File: config.mk
export PLATFORM = sky130hd
export DESIGN_NAME = pacer_cascade
export DESIGN_NICKNAME = d
export VERILOG_FILES = /design/src/rtl/pacer_cascade.sv
export SDC_FILE = /design/constraint.sdc
export NUM_CORES = 1
export LEC_CHECK = 0
export BUFFER_PORTS_ARGS = -buffer_cell sky130_fd_sc_hd__buf_2
export CORE_AREA = 2 2 104 106
export CTS_CLUSTER_SIZE = 14
export DETAILED_ROUTE_END_ITERATION = 16
export DIE_AREA = 0 0 106 108
export GPL_ROUTABILITY_DRIVEN = 0
export SYNTH_ARGS = -nofsm -noshare
export SYNTH_HDL_FRONTEND = slang
export SYNTH_SLANG_ARGS = --single-unit
File: constraint.sdc
create_clock -name clk -period 2.2 [get_ports clk]
set_input_delay 0.22 -clock clk [delete_from_list [all_inputs] [get_ports clk]]
set_output_delay 0.22 -clock clk [all_outputs]
set_load 0.05 [all_outputs]
File: src/rtl/pacer_cascade.sv
module pacer_cascade #(
  parameter int unsigned W = 16,
  parameter logic [W-1:0] DIV_RST = W'(2)
) (
  input  logic         clk,
  input  logic         rst_n,
  input  logic         gate_in,
  input  logic         wr_en,
  input  logic         wr_sel,
  input  logic [W-1:0] wr_data,
  input  logic         req_sel,
  input  logic         alt_req,
  output logic         stage1_out,
  output logic         stage1_tick,
  output logic         timer_out,
  output logic         dma_req
);

  localparam logic [W-1:0] ONE = W'(1);

  logic [W-1:0] div1_q, div2_q;
  logic [W-1:0] cnt1, cnt2;
  logic         pend;
  logic         o1_q;
  logic         live;
  logic         wr_ok;

  assign wr_ok = wr_en && (wr_data != ONE);

  always_ff @(posedge clk) begin
    if (!rst_n) begin
      div1_q <= DIV_RST;
      div2_q <= DIV_RST;
    end else if (wr_ok) begin
      if (wr_sel) div2_q <= wr_data;
      else        div1_q <= wr_data;
    end
  end

  always_ff @(posedge clk) begin
    if (!rst_n) begin
      pend <= 1'b1;
      cnt1 <= '0;
      cnt2 <= '0;
    end else if (!gate_in) begin
      pend <= 1'b1;
    end else if (pend) begin
      pend <= 1'b0;
      cnt1 <= div1_q;
      cnt2 <= div2_q;
    end else begin
      cnt1 <= (cnt1 == ONE) ? div1_q : cnt1 - ONE;
      if (stage1_tick)
        cnt2 <= (cnt2 == ONE) ? div2_q : cnt2 - ONE;
    end
  end

  always_ff @(posedge clk) begin
    if (!rst_n) o1_q <= 1'b1;
    else        o1_q <= stage1_out;
  end

  assign live        = gate_in & ~pend;
  assign stage1_out  = ~(live & (cnt1 == ONE));
  assign stage1_tick = stage1_out & ~o1_q;
  assign timer_out   = live & (cnt2 == ONE);
  assign dma_req     = req_sel ? timer_out : alt_req;

  AST_GATE_FREEZE: assert property (@(posedge clk) disable iff (!rst_n)
    !gate_in |=> $stable(cnt1) && $stable(cnt2));
  AST_GATE_RELOAD: assert property (@(posedge clk) disable iff (!rst_n)
    pend && gate_in |=> (cnt1 == $past(div1_q)) && (cnt2 == $past(div2_q)));
  AST_NO_UNIT_DIV: assert property (@(posedge clk) disable iff (!rst_n)
    (div1_q != ONE) && (div2_q != ONE));
  AST_CASCADE_EN: assert property (@(posedge clk) disable iff (!rst_n)
    !stage1_tick && !pend |=> $stable(cnt2));
  AST_TICK_SINGLE: assert property (@(posedge clk) disable iff (!rst_n)
    stage1_tick |=> !stage1_tick);
  AST_LOW_PULSE: assert property (@(posedge clk) disable iff (!rst_n)
    !stage1_out |=> stage1_out);

endmodule

Yosys cells after proc, flatten, opt, wreduce, memory -nomap -nowiden
Index checks and enable logic that the tools add are counted.
{ "totals": {"rom_bits": 0, "elab_cells": 31, "reg_bits": 66, "in_bits": 23, "memories": 0, "output_inout_bits": 4, "ram_bits": 0, "latch_bits": 0} }
{ "op_classes": {"bitwise_logic": 8, "n_shift": 0, "div": 0, "reduce_logical": 5, "addsub": 2, "n_lt_le_gt_ge": 0, "eq_ne": 3, "n_mux": 7, "n_mul": 0} }
{ "ops": {"columns": ["op", "n"], "rows": [
  ["$mux W16", 5],
  ["$eq A16 B1 Y1 const B", 2],
  ["$sub A16 B1 Y16 const B", 2],
  ["$ne A16 B1 Y1 const B", 1],
  ["$reduce_and A2 Y1", 3],
  ["$and A1 B1 Y1", 4],
  ["$not A1 Y1", 4],
  ["$mux W1", 2],
  ["$reduce_bool A2 Y1", 1],
  ["$logic_and A1 B1 Y1", 1]
]} }

Longest topological paths before layout
Gate-level depths: netlist of run 1.
{ "logic_depth": {"ltp_word": 7, "ltp_mapped": 9} }

Worst setup path after synthesis of run 1
OpenSTA, ideal clock, no wires.
{ "synth_timing": {"path_type": "register -> output", "start": "register cnt2[2]", "end": "output port dma_req", "stages_incl_launch_ff": 6, "arrival_ps": 2865, "path_buffers": 1, "path_slack_ps": -885, "path_cell_list": "dfxtp_1 > nor4_2 > clkbuf_1 > nand4_1 > nor3b_1 > mux2_2"} }
{ "synth_between": {"elab_chain_cells": 3} }
{ "synth_lines": {"columns": ["element", "line_no", "text"], "rows": [
  ["from (decl)", "22", "logic [W-1:0] cnt1, cnt2;"],
  ["from (signal assigned)", "50", "cnt2 <= div2_q;"],
  ["from (signal assigned)", "54", "cnt2 <= (cnt2 == ONE) ? div2_q : cnt2 - ONE;"],
  ["$eq A16 B1 Y1", "66", "assign timer_out = live & (cnt2 == ONE);"],
  ["$and A1 B1 Y1", "66", null],
  ["net timer_out", "15", "output logic timer_out,"],
  ["$mux W1", "67", "assign dma_req = req_sel ? timer_out : alt_req;"],
  ["to (decl)", "16", "output logic dma_req"]
]} }
The timed path passes the listed nets, and every way through them passes these cells.

Worst setup path after layout of run 1
{ "layout_timing": {"start": "register cnt2[5]", "end": "output port dma_req"} }
{ "layout_between": {"elab_chain_cells": 3} }
{ "layout_lines": {"columns": ["element", "line_no"], "rows": [
  ["$eq A16 B1 Y1", "66"],
  ["$and A1 B1 Y1", "66"],
  ["$mux W1", "67"]
]} }
No other way between the ends.

==> out/summary.txt, run 1 <==
Clock-pin transition on the worst setup and hold timing paths - 70 ps
Hold depth - 2
Total gr overflow - 0
IO buf count - 26
Crit-path cells - nor4_4, nand4_1, nor3b_4, mux2_4, buf_8
WS Path Type - register to output pin
Max_slew headroom - 0.3987
Max-Cap Viols - 0
Nets - 472
Overall power - 3.062 mW
Synth warn - 0
Worst-Skew Late Latency - 350 ps
FF-to-FF path depth - 7
Remaining antenna violation count - 0
Slew @ Worst Pin - 901.9 ps
Starting DRT DRC Count - 401
Synth Instances - 413
WP data required - 1980 ps
Floorplan core area - 0.01023 mm^2
Hold EP - div1_q[1]$_SDFFE_PN1P_
Die span in y - 108 um
CTS HTree Levels - 3
Startpoint types - register
CP Capture Type - output pin
Data arrival time of the worst path - 1880 ps
Main flop type after synthesis - dfxtp_1
FMAX - 476.7 MHz
Syn Nets - 440
Gr usage total - 0.1792
Synthesized area - 0.003508 mm^2
Initial antenna violation count - 0
Pin count of the biggest net entering global routing - 36
Post-synth top area share - 0.3766
Hold Path Class - input port to register
CTS Sinks - 66
CTS Buffer Depth - 2
CTS root buf - clkbuf_8
Max incr delay on CP - 400 ps
Vias/cell - 5.768
DRC violations left - 0
Initial Util - 0.3429
Hold Crit Start - rst_n
CTS tree - done
Pleak - 1.667 nW
Period Utilization, post-route - 0.9535
Area delta synth->final - 19.40%
First-pass GRT wire length - 16.19 mm
Most used routing layer - met2
Slew Limit Fails - 0
DP Wirelength - 7.040 mm
Peak supply drop - 0.4549 mV
Wirelength per Cell - 17.01 um
Most common cell after layout, fill and taps aside - dfxtp_1
Skew final - 9.030 ps
Pwr/cell area - 731.0 mW/mm^2
Top post-synthesis cells by area - dfxtp_1 38%, mux2i_1 12%, nor2_1 5.7%, nor4_1 3.0%, a21oi_1 2.4%
Setup slack, reg-to-reg - 120 ps
DR pass1 iterations - 5
Routed WL - 9.969 mm
Post-synthesis sequential area ratio - 0.3766
Die Width - 106 um
Avg Synthesized Cell Area - 8.495 um^2
Ports - 27
Number of diodes - 0
Cell taking the most area after synthesis - dfxtp_1
Slowest CP cell - nor4_4
Worst Path Buf+Inv - 1
Final-report setup violation count - 0
Worst-path fanout max - 5
Post-route setup TNS - 0 ps
Synth unique cells - 57
Num CTS Buffers - 9
Synth async-reset ratio - 0
Met3 Use GR - 0.02893
Reg2reg end - cnt1[5]$_SDFFE_PN0P_
Outcome - completed
Layout cells sized above 1 - 0.2156
Die area - 0.01145 mm^2
Met2 Resource Use GR - 0.2760
Top Family by Delay on Critical Path - simple AND/OR/NAND/NOR gates
Std-Cell Rows - 37
Min Tclk post-route - 2098 ps
Commonest cells after routing, fill and taps aside - 62 x dfxtp_1, 52 x nor2_1, 43 x mux2i_1
Register bit total from synthesis - 66
Post-synth EDFFs - 0
Met1 usage - 0.2541
Final hold vios - 0
Vias in the first global route - 3062
Hold_buf cts - 0
RR Startpoint - cnt1[1]$_SDFFE_PN0P_
Via Count - 3380
-- per-stage QoR --
stage	cells	worst slack, ps	hold WS [ps]	instance area, um^2	utilization
after floorplan	413	-22.25	345.1	3537	-
after global placement	566	135.2	461.6	3861	0.3774
after detailed placement	566	58.45	473.9	3861	0.3774
after CTS	583	10.93	141.9	4111	0.4019
after global routing	586	-7.443	146.3	4189	0.4094
final	586	102.3	153.8	4189	0.4094
-- layer usage --
metal  share of wire  up-vias
met5               0        -
met4           0.017        0
met3           0.059       11
met2            0.46      144
met1            0.46     1618
li1                -     1607
-- flip-flops by register name (all words and copies together) (netlist names) --
signal and count:
cnt2 16, cnt1 16, pend 1, o1_q 1
div1_q 16, div2_q 16
-- how the worst max path moves through the flow --
| stage | from | cells past startpoint | endpoint | slack (ps) |
|---|---|---|---|---|
| floorplan | cnt2[2]$_SDFFE_PN0P_ | 5 | dma_req | -20 |
| global placement | cnt1[6]$_SDFFE_PN0P_ | 4 | cnt2[15]$_SDFFE_PN0P_ | 140 |
| detailed placement | cnt1[15]$_SDFFE_PN0P_ | 5 | cnt2[5]$_SDFFE_PN0P_ | 60 |
| CTS | cnt1[1]$_SDFFE_PN0P_ | 7 | stage1_out | 10 |
| global route | cnt1[1]$_SDFFE_PN0P_ | 7 | stage1_out | -7 |
| finish | cnt2[5]$_SDFFE_PN0P_ | 5 | dma_req | 100 |
-- repair_timing --
action	4_1_cts	5_1_grt
setup endpoints to repair	3	21
resized for setup	8	20
pin swaps	2	3
buffers inserted	1	3
hold endpoints to repair	0	0
-- synth_stat cells, types with 3 or more instances --
cell and number:
dfxtp_1 66, nor2_1 53, mux2i_1 43, nand2_1 20, a21oi_1 17, clkbuf_1 17, nor4_1 17, o21ai_0 17
nand3_1 16, nor3_1 13, inv_1 12, buf_2 11, o22ai_1 9, nand4_1 8, or3_1 7, nand3b_1 5
nor3b_1 5, o31ai_1 5, a32o_1 4, ha_1 4, nor4b_1 4, a211oi_1 3, and4_1 3, nand2b_1 3
o41ai_1 3, or2_2 3
-- cell type report --
class,instances,area (um^2)
clock buffer,9,123.9
clock inverter,7,78.83
fill,1026,6042
inverter,12,45.04
multi-input combinational,303,2081
sequential,66,1331
tap,136,170.2
timing repair buffer,53,359.1
-- where the power goes --
part / internal (mW) / switching, mW / leakage [nW]
registers: 1.26 / 0.0739 / 0.542
clock network: 0.533 / 0.513 / 0.104
logic: 0.292 / 0.388 / 1.02
total: 2.09 / 0.976 / 1.67
-- cells by family after synthesis --
| logic type | Yosys count | share of synthesized area |
|---|---|---|
| fa+ha+maj | 4 | 0.01427 |
| mux | 44 | 0.1259 |
| flops | 66 | 0.3766 |
| buf+inv | 44 | 0.05563 |
| compound gates | 81 | 0.1626 |
| simple gates | 174 | 0.2650 |
Note: power is estimated with default switching activity, not from simulation.
==> run 2: changes to the inputs <==
--- a/config.mk
+++ b/config.mk
@@ -6,10 +6,10 @@
 export NUM_CORES = 1
 export LEC_CHECK = 0
 export BUFFER_PORTS_ARGS = -buffer_cell sky130_fd_sc_hd__buf_2
-export CORE_AREA = 2 2 104 106
+export CORE_AREA = 2 2 122 124
 export CTS_CLUSTER_SIZE = 14
 export DETAILED_ROUTE_END_ITERATION = 16
-export DIE_AREA = 0 0 106 108
+export DIE_AREA = 0 0 124 126
 export GPL_ROUTABILITY_DRIVEN = 0
 export SYNTH_ARGS = -nofsm -noshare
 export SYNTH_HDL_FRONTEND = slang
==> constraint.sdc (replaced) <==
create_clock -name clk -period 2.2 [get_ports clk]
set_input_delay 0.44 -clock clk [delete_from_list [all_inputs] [get_ports clk]]
set_output_delay 0.44 -clock clk [all_outputs]
set_load 0.05 [all_outputs]
==> run 2 against run 1 <==
The run now ends with setup timing left. Via count increased by 1.4%. First-iteration DRC count decreased by 28%. Total power increased by 11%. Sequential power about the same. Register-to-register slack got worse by 20 ps. Global-route usage decreased by 4.5 points. Die area increased by 36%. Count of clock-buffer cells in the layout unchanged. Clock power increased by 28%. Wire length increased by 1.7%. Hold slack improved by 230 ps. Largest cell class unchanged. Highest routed layer unchanged.
==> out/summary.txt, run 2 (synthesis results as in run 1) <==
Pwr/cell area - 745.3 mW/mm^2 (+1.9%)
Final Core Density - 0.3191 (-0.09030)
Startpoint types - register
Clock-pin transition on the worst setup and hold timing paths - 60 ps (about the same)
Slew @ Worst Pin - 534.4 ps (-367.4 ps)
CP Capture Type - output pin
WP data required - 1760 ps (-220 ps)
Num CTS Buffers - 9 (unchanged)
DR pass1 iterations - 5 (unchanged)
Peak supply drop - 0.4397 mV (-3.3%)
Final hold vios - 0 (unchanged)
Die Width - 124 um (+17%)
FMAX - 433.5 MHz (-9.1%)
CTS Sinks - 66 (unchanged)
Worst-path fanout max - 2 (-3)
Period Utilization, post-route - 1.049 (+0.09517)
Vias in the first global route - 3177 (+3.8%)
Min Tclk post-route - 2307 ps (+209.4 ps)
Hold Path Class - input port to register
Via Count - 3429 (+1.4%)
Gr usage total - 0.1339 (-0.04525)
Cell Area, Placed - 0.004075 mm^2 (+5.5%)
Slew Limit Fails - 0 (unchanged)
Worst-Skew Late Latency - 330 ps (-20 ps)
Floorplan core area - 0.01431 mm^2 (+40%)
CTS Buffer Depth - 2 (unchanged)
Failing checks - setup timing
Vias/cell - 5.235 (-9.2%)
First-pass GRT wire length - 16.53 mm (+2.1%)
Most common cell after layout, fill and taps aside - dfxtp_1
Max-Cap Viols - 0 (unchanged)
CTS HTree Levels - 3 (unchanged)
Final instance area - 0.004568 mm^2 (+9.1%)
Fill count - 1496 (+46%)
Area delta synth->final - 30.21%
Starting DRT DRC Count - 288 (-28%)
Initial Util - 0.2451 (-0.09781)
Reg power frac - 0.392 (-0.044)
Data arrival time of the worst path - 1870 ps (about the same)
IO buf count - 26 (unchanged)
Hold_buf cts - 0 (unchanged)
Clock share of power - 0.393 (+0.051)
Max_slew headroom - 0.6430 (+0.2442)
Die span in y - 126 um (+17%)
Wirelength per Cell - 15.48 um (-9.0%)
CTS tree - done
Ports - 27 (unchanged)
Final non-filler cell total - 655 (+12%)
RR Startpoint - cnt1[6]$_SDFFE_PN0P_
Post-route setup TNS - -189.1 ps (-189.1 ps)
Pin count of the biggest net entering global routing - 28 (-22%)
RSZ-0062 raised after global routing - yes
Final-report setup violation count - 2 (+2)
DP Wirelength - 7.217 mm (+2.5%)
Routed WL - 10.14 mm (+1.7%)
Nets - 493 (+4.4%)
Initial antenna violation count - 0 (unchanged)
WS Path Type - register to output pin
Layout cells sized above 1 - 0.2611 (+0.04559)
Hold Crit Start - wr_data[1]
DRC violations left - 0 (unchanged)
Outcome - finished with violations
Crit. Startpoint - cnt2[0]$_SDFFE_PN0P_
Overall power - 3.404 mW (+11%)
Net switching power - 1.036 mW (+6.2%)
CTS root buf - clkbuf_16
Final WS setup - -107.1 ps (-209.4 ps)
Std-Cell Rows - 44 (+19%)
Pleak - 1.822 nW (+9.3%)
Placed cells - 627 (+11%)
Total gr overflow - 0 (unchanged)
Gate power share - 0.215 (-0.007)
P_int - 2.368 mW (+13%)
Remaining antenna violation count - 0 (unchanged)
Number of diodes - 0 (unchanged)
Skew final - 4.395 ps (-4.635 ps)
Commonest cells after routing, fill and taps aside - 59 x dfxtp_1, 53 x nor2_1, 44 x buf_4
Sw frac - 0.3044 (-0.01414)
Die area - 0.01562 mm^2 (+36%)
## run 2: through the flow
| step | worst slack, ps | hold WS [ps] |
|---|---|---|
| 6_report | -107.1 | 384.6 |
| 5_1_grt | -223.2 | 377.0 |
| 4_1_cts | -106.8 | 373.9 |
| 3_5_place_dp | -75.37 | 475.8 |
| 3_3_place_gp | 18.74 | 471.9 |
| 2_1_floorplan | -136.7 | 441.4 |
## run 2: timing repair
item                                   CTS  global route
endpoints found under the hold margin    0             0
gates cloned                             0             0
setup buffers                            9             3
setup endpoints to repair               10            14
pin swaps                                4             2
gates resized for setup                 23            10
## run 2: path summary, 6_finish.rpt
kind	to	cells after the start	slack [ps]
setup / recovery	dma_req	6	-110
hold / removal	div2_q[1]$_SDFFE_PN1P_	3	380
setup reg to reg	cnt2[7]$_SDFFE_PN0P_	4	100
hold reg to reg	div2_q[1]$_SDFFE_PN1P_	2	480
## run 2: metal layers
| metal | wire, um | track usage | up-vias | share of wire |
|---|---|---|---|---|
| met5 | 0 | 0 | - | 0 |
| li1 | - | - | 1638 | - |
| met4 | 171 | 0.03833 | 0 | 0.017 |
| met2 | 4436 | 0.1907 | 123 | 0.44 |
| met3 | 694 | 0.03170 | 17 | 0.068 |
| met1 | 4836 | 0.1994 | 1651 | 0.48 |
## run 2: area by class of cell
class,instances,area (um^2),share of cell area
multi-input cells,303,2127,0.4656
well taps,184,230.2,0.05040
inverters,12,45.04,0.009860
clock buffers,9,225.2,0.04930
repair buffers,74,554.3,0.1213
flip-flops and latches,66,1333,0.2917
clock inverters,7,53.80,0.01178
## run 2: worst max-delay path, cell delays in order, from the launching register on
cell     delay [ps]
dfxtp_1         390
ha_4            160
nor3b_4         200
nand4_1         220
nor3b_4         250
mux2_4          180
buf_8           140
## run 2: power by group through the flow
| stage | Combinational, mW | Sequential [mW] | Clock (mW) |
|---|---|---|---|
| 3_5_place_dp | 0.666 | 1.35 | 0 |
| 3_3_place_gp | 0.652 | 1.35 | 0 |
| 2_1_floorplan | 0.466 | 1.34 | 0 |
| 6_report | 0.731 | 1.34 | 1.34 |
| 4_1_cts | 0.703 | 1.33 | 1.37 |
| 5_1_grt | 0.807 | 1.34 | 1.42 |
==> run 3: changes to the inputs <==
--- a/config.mk
+++ b/config.mk
@@ -11,6 +11,7 @@
 export DETAILED_ROUTE_END_ITERATION = 16
 export DIE_AREA = 0 0 124 126
 export GPL_ROUTABILITY_DRIVEN = 0
+export SKIP_CTS_REPAIR_TIMING = 1
 export SYNTH_ARGS = -nofsm -noshare
 export SYNTH_HDL_FRONTEND = slang
 export SYNTH_SLANG_ARGS = --single-unit
==> run 3 against run 2 <==
The run still ends with setup timing left. Design area shrank 2.1%. Wire length shrank 2.3%. Global-route usage shrank 0.30 points. Flip-flop and latch count is the same. Count of clock-buffer cells in the layout is the same. Via count shrank 1.4%. Die area is the same. Critical path depth shrank 1. Total power shrank 0.96%. Cell count shrank 1.2%. Core utilization shrank 0.68 points. Non-clock buffer count shrank 8.
==> out/summary.txt, run 3 (synthesis results as in run 1) <==
DP Wirelength - 7.217 mm (unchanged)
WL met2 - 4.245 mm (-4.3%)
Overall power - 3.372 mW (-0.96%)
Skew final - 5.257 ps (+0.8622 ps)
Number of diodes - 0 (unchanged)
CTS Sinks - 66 (unchanged)
Pin count of the biggest net entering global routing - 28 (unchanged)
Ports - 27 (unchanged)
First-pass GRT wire length - 16.10 mm (-2.6%)
FMAX - 434.9 MHz (+0.32%)
DRC violations left - 0 (unchanged)
Reg power frac - 0.396 (+0.004)
CTS tree - done
Floorplan core area - 0.01431 mm^2 (unchanged)
Clock-pin transition on the worst setup and hold timing paths - 60 ps (about the same)
Crit-path cells - nor4_4, nand4_1, nor3b_4, mux2_4, buf_8
Net switching power - 1.028 mW (-0.81%)
Vias in the first global route - 3072 (-3.3%)
Slowest CP cell - nor4_4
Gr usage total - 0.1309 (-0.002999)
Sw frac - 0.3049 (+0.0004555)
Initial Util - 0.2451 (unchanged)
Period Utilization, post-route - 1.045 (-0.003393)
Area delta synth->final - 27.43%
DR top layer - met4
CP Capture Type - output pin
Starting DRT DRC Count - 309 (+7.3%)
Num CTS Buffers - 9 (unchanged)
CTS HTree Levels - 3 (unchanged)
WS Path Type - register to output pin
CTS Buffer Depth - 2 (unchanged)
Layout cells sized above 1 - 0.2397 (-0.02141)
Min Tclk post-route - 2300 ps (-7.465 ps)
Routed WL - 9.905 mm (-2.3%)
Max incr delay on CP - 370 ps (-20 ps)
DR pass1 iterations - 5 (unchanged)
WP data required - 1760 ps (about the same)
Initial antenna violation count - 0 (unchanged)
Die span in y - 126 um (unchanged)
IO buf count - 26 (unchanged)
Clock share of power - 0.397 (+0.004)
Vias/cell - 5.227 (-0.15%)
Slew Limit Fails - 0 (unchanged)
Met3 WL - 602 um (-13%)
Std-Cell Rows - 44 (unchanged)
RSZ-0062 raised after global routing - yes
Fill count - 1510 (+0.94%)
Commonest cells after routing, fill and taps aside - 60 x dfxtp_1, 53 x nor2_1, 43 x mux2i_1
Pwr/cell area - 754.2 mW/mm^2 (+1.2%)
Startpoint types - register
Data arrival time of the worst path - 1860 ps (about the same)
Pleak - 1.787 nW (-1.9%)
Wirelength per Cell - 15.31 um (-1.1%)
Final hold vios - 0 (unchanged)
Total gr overflow - 0 (unchanged)
Die Width - 124 um (unchanged)
Failing checks - setup timing
Remaining antenna violation count - 0 (unchanged)
Final-report setup violation count - 2 (unchanged)
Max-Cap Viols - 0 (unchanged)
Slew @ Worst Pin - 539.6 ps (+5.168 ps)
Metal1 wirelength - 4.890 mm (+1.1%)
P_int - 2.344 mW (-1.0%)
Gate power share - 0.207 (-0.008)
Final WS setup - -99.61 ps (+7.465 ps)
Outcome - finished with violations
Via Count - 3382 (-1.4%)
Peak supply drop - 0.4401 mV (about the same)
Worst-path fanout max - 4 (+2)
Nets - 485 (-1.6%)
Most common cell after layout, fill and taps aside - dfxtp_1
Hold Path Class - input port to register
CTS root buf - clkbuf_16
Minimum hold slack - 381.7 ps (-2.929 ps)
Max_slew headroom - 0.6395 (-0.003452)
Worst-Skew Late Latency - 330 ps (about the same)
Die area - 0.01562 mm^2 (unchanged)
run 3: cell count changes in the layout (fill, tap and decap cells not counted), sizes merged:
cell | previous run | this run
buf | 74 | 66
run 3: final timing paths:
kind,start,cells after the start,endpoint,slack (ps)
worst max-delay path,cnt2[9]$_SDFFE_PN0P_,5,dma_req,-100
worst min-delay path,wr_data[1],3,div2_q[1]$_SDFFE_PN1P_,380
worst max register to register,cnt1[1]$_SDFFE_PN0P_,9,cnt1[15]$_SDFFE_PN0P_,100
worst min register to register,div2_q[1]$_SDFFE_PN1P_,2,div2_q[1]$_SDFFE_PN1P_,480
run 3: area by class of cell:
| type | count | area (um^2) | area share |
|---|---|---|---|
| Sequential cell | 66 | 1329 | 0.2972 |
| Timing Repair Buffer | 66 | 494.2 | 0.1106 |
| Multi-Input combinational cell | 303 | 2093 | 0.4682 |
| Tap cell | 184 | 230.2 | 0.05150 |
| Clock inverter | 7 | 53.80 | 0.01203 |
| Clock buffer | 9 | 225.2 | 0.05038 |
| Inverter | 12 | 45.04 | 0.01008 |
run 3: metal layers:
metal | GRT usage | up-vias
met1 | 0.1969 | 1628
met4 | 0.03701 | 0
li1 | - | 1622
met3 | 0.03306 | 15
met5 | 0 | -
met2 | 0.1829 | 117
run 3: stage by stage:
step | worst slack, ps | util | area [um^2] | instances | TNS [ps]
after detailed placement | -75.37 | 0.2847 | 4075 | 627 | -318.1
final | -99.61 | 0.3123 | 4471 | 647 | -174.2
after global placement | 18.74 | 0.2847 | 4075 | 627 | 0
after global routing | -234.0 | 0.3123 | 4471 | 647 | -433.4
after CTS | -335.5 | 0.3042 | 4354 | 643 | -1328
after floorplan | -136.7 | - | 3565 | 413 | -143.0
run 3: power by group through the flow:
stage | sequential, mW | combinational (mW) | clock (mW)
6_report | 1.33 | 0.697 | 1.34
4_1_cts | 1.33 | 0.669 | 1.37
3_5_place_dp | 1.35 | 0.666 | 0
5_1_grt | 1.34 | 0.772 | 1.42
2_1_floorplan | 1.34 | 0.466 | 0
3_3_place_gp | 1.35 | 0.652 | 0
run 3: critical path, delay by kind of cell, from the launching register on:
family | cells | cell delay, ps
and+or+nand+nor | 3 | 870
buffers and inverters | 1 | 140
muxes | 1 | 180
DFF | 1 | 340
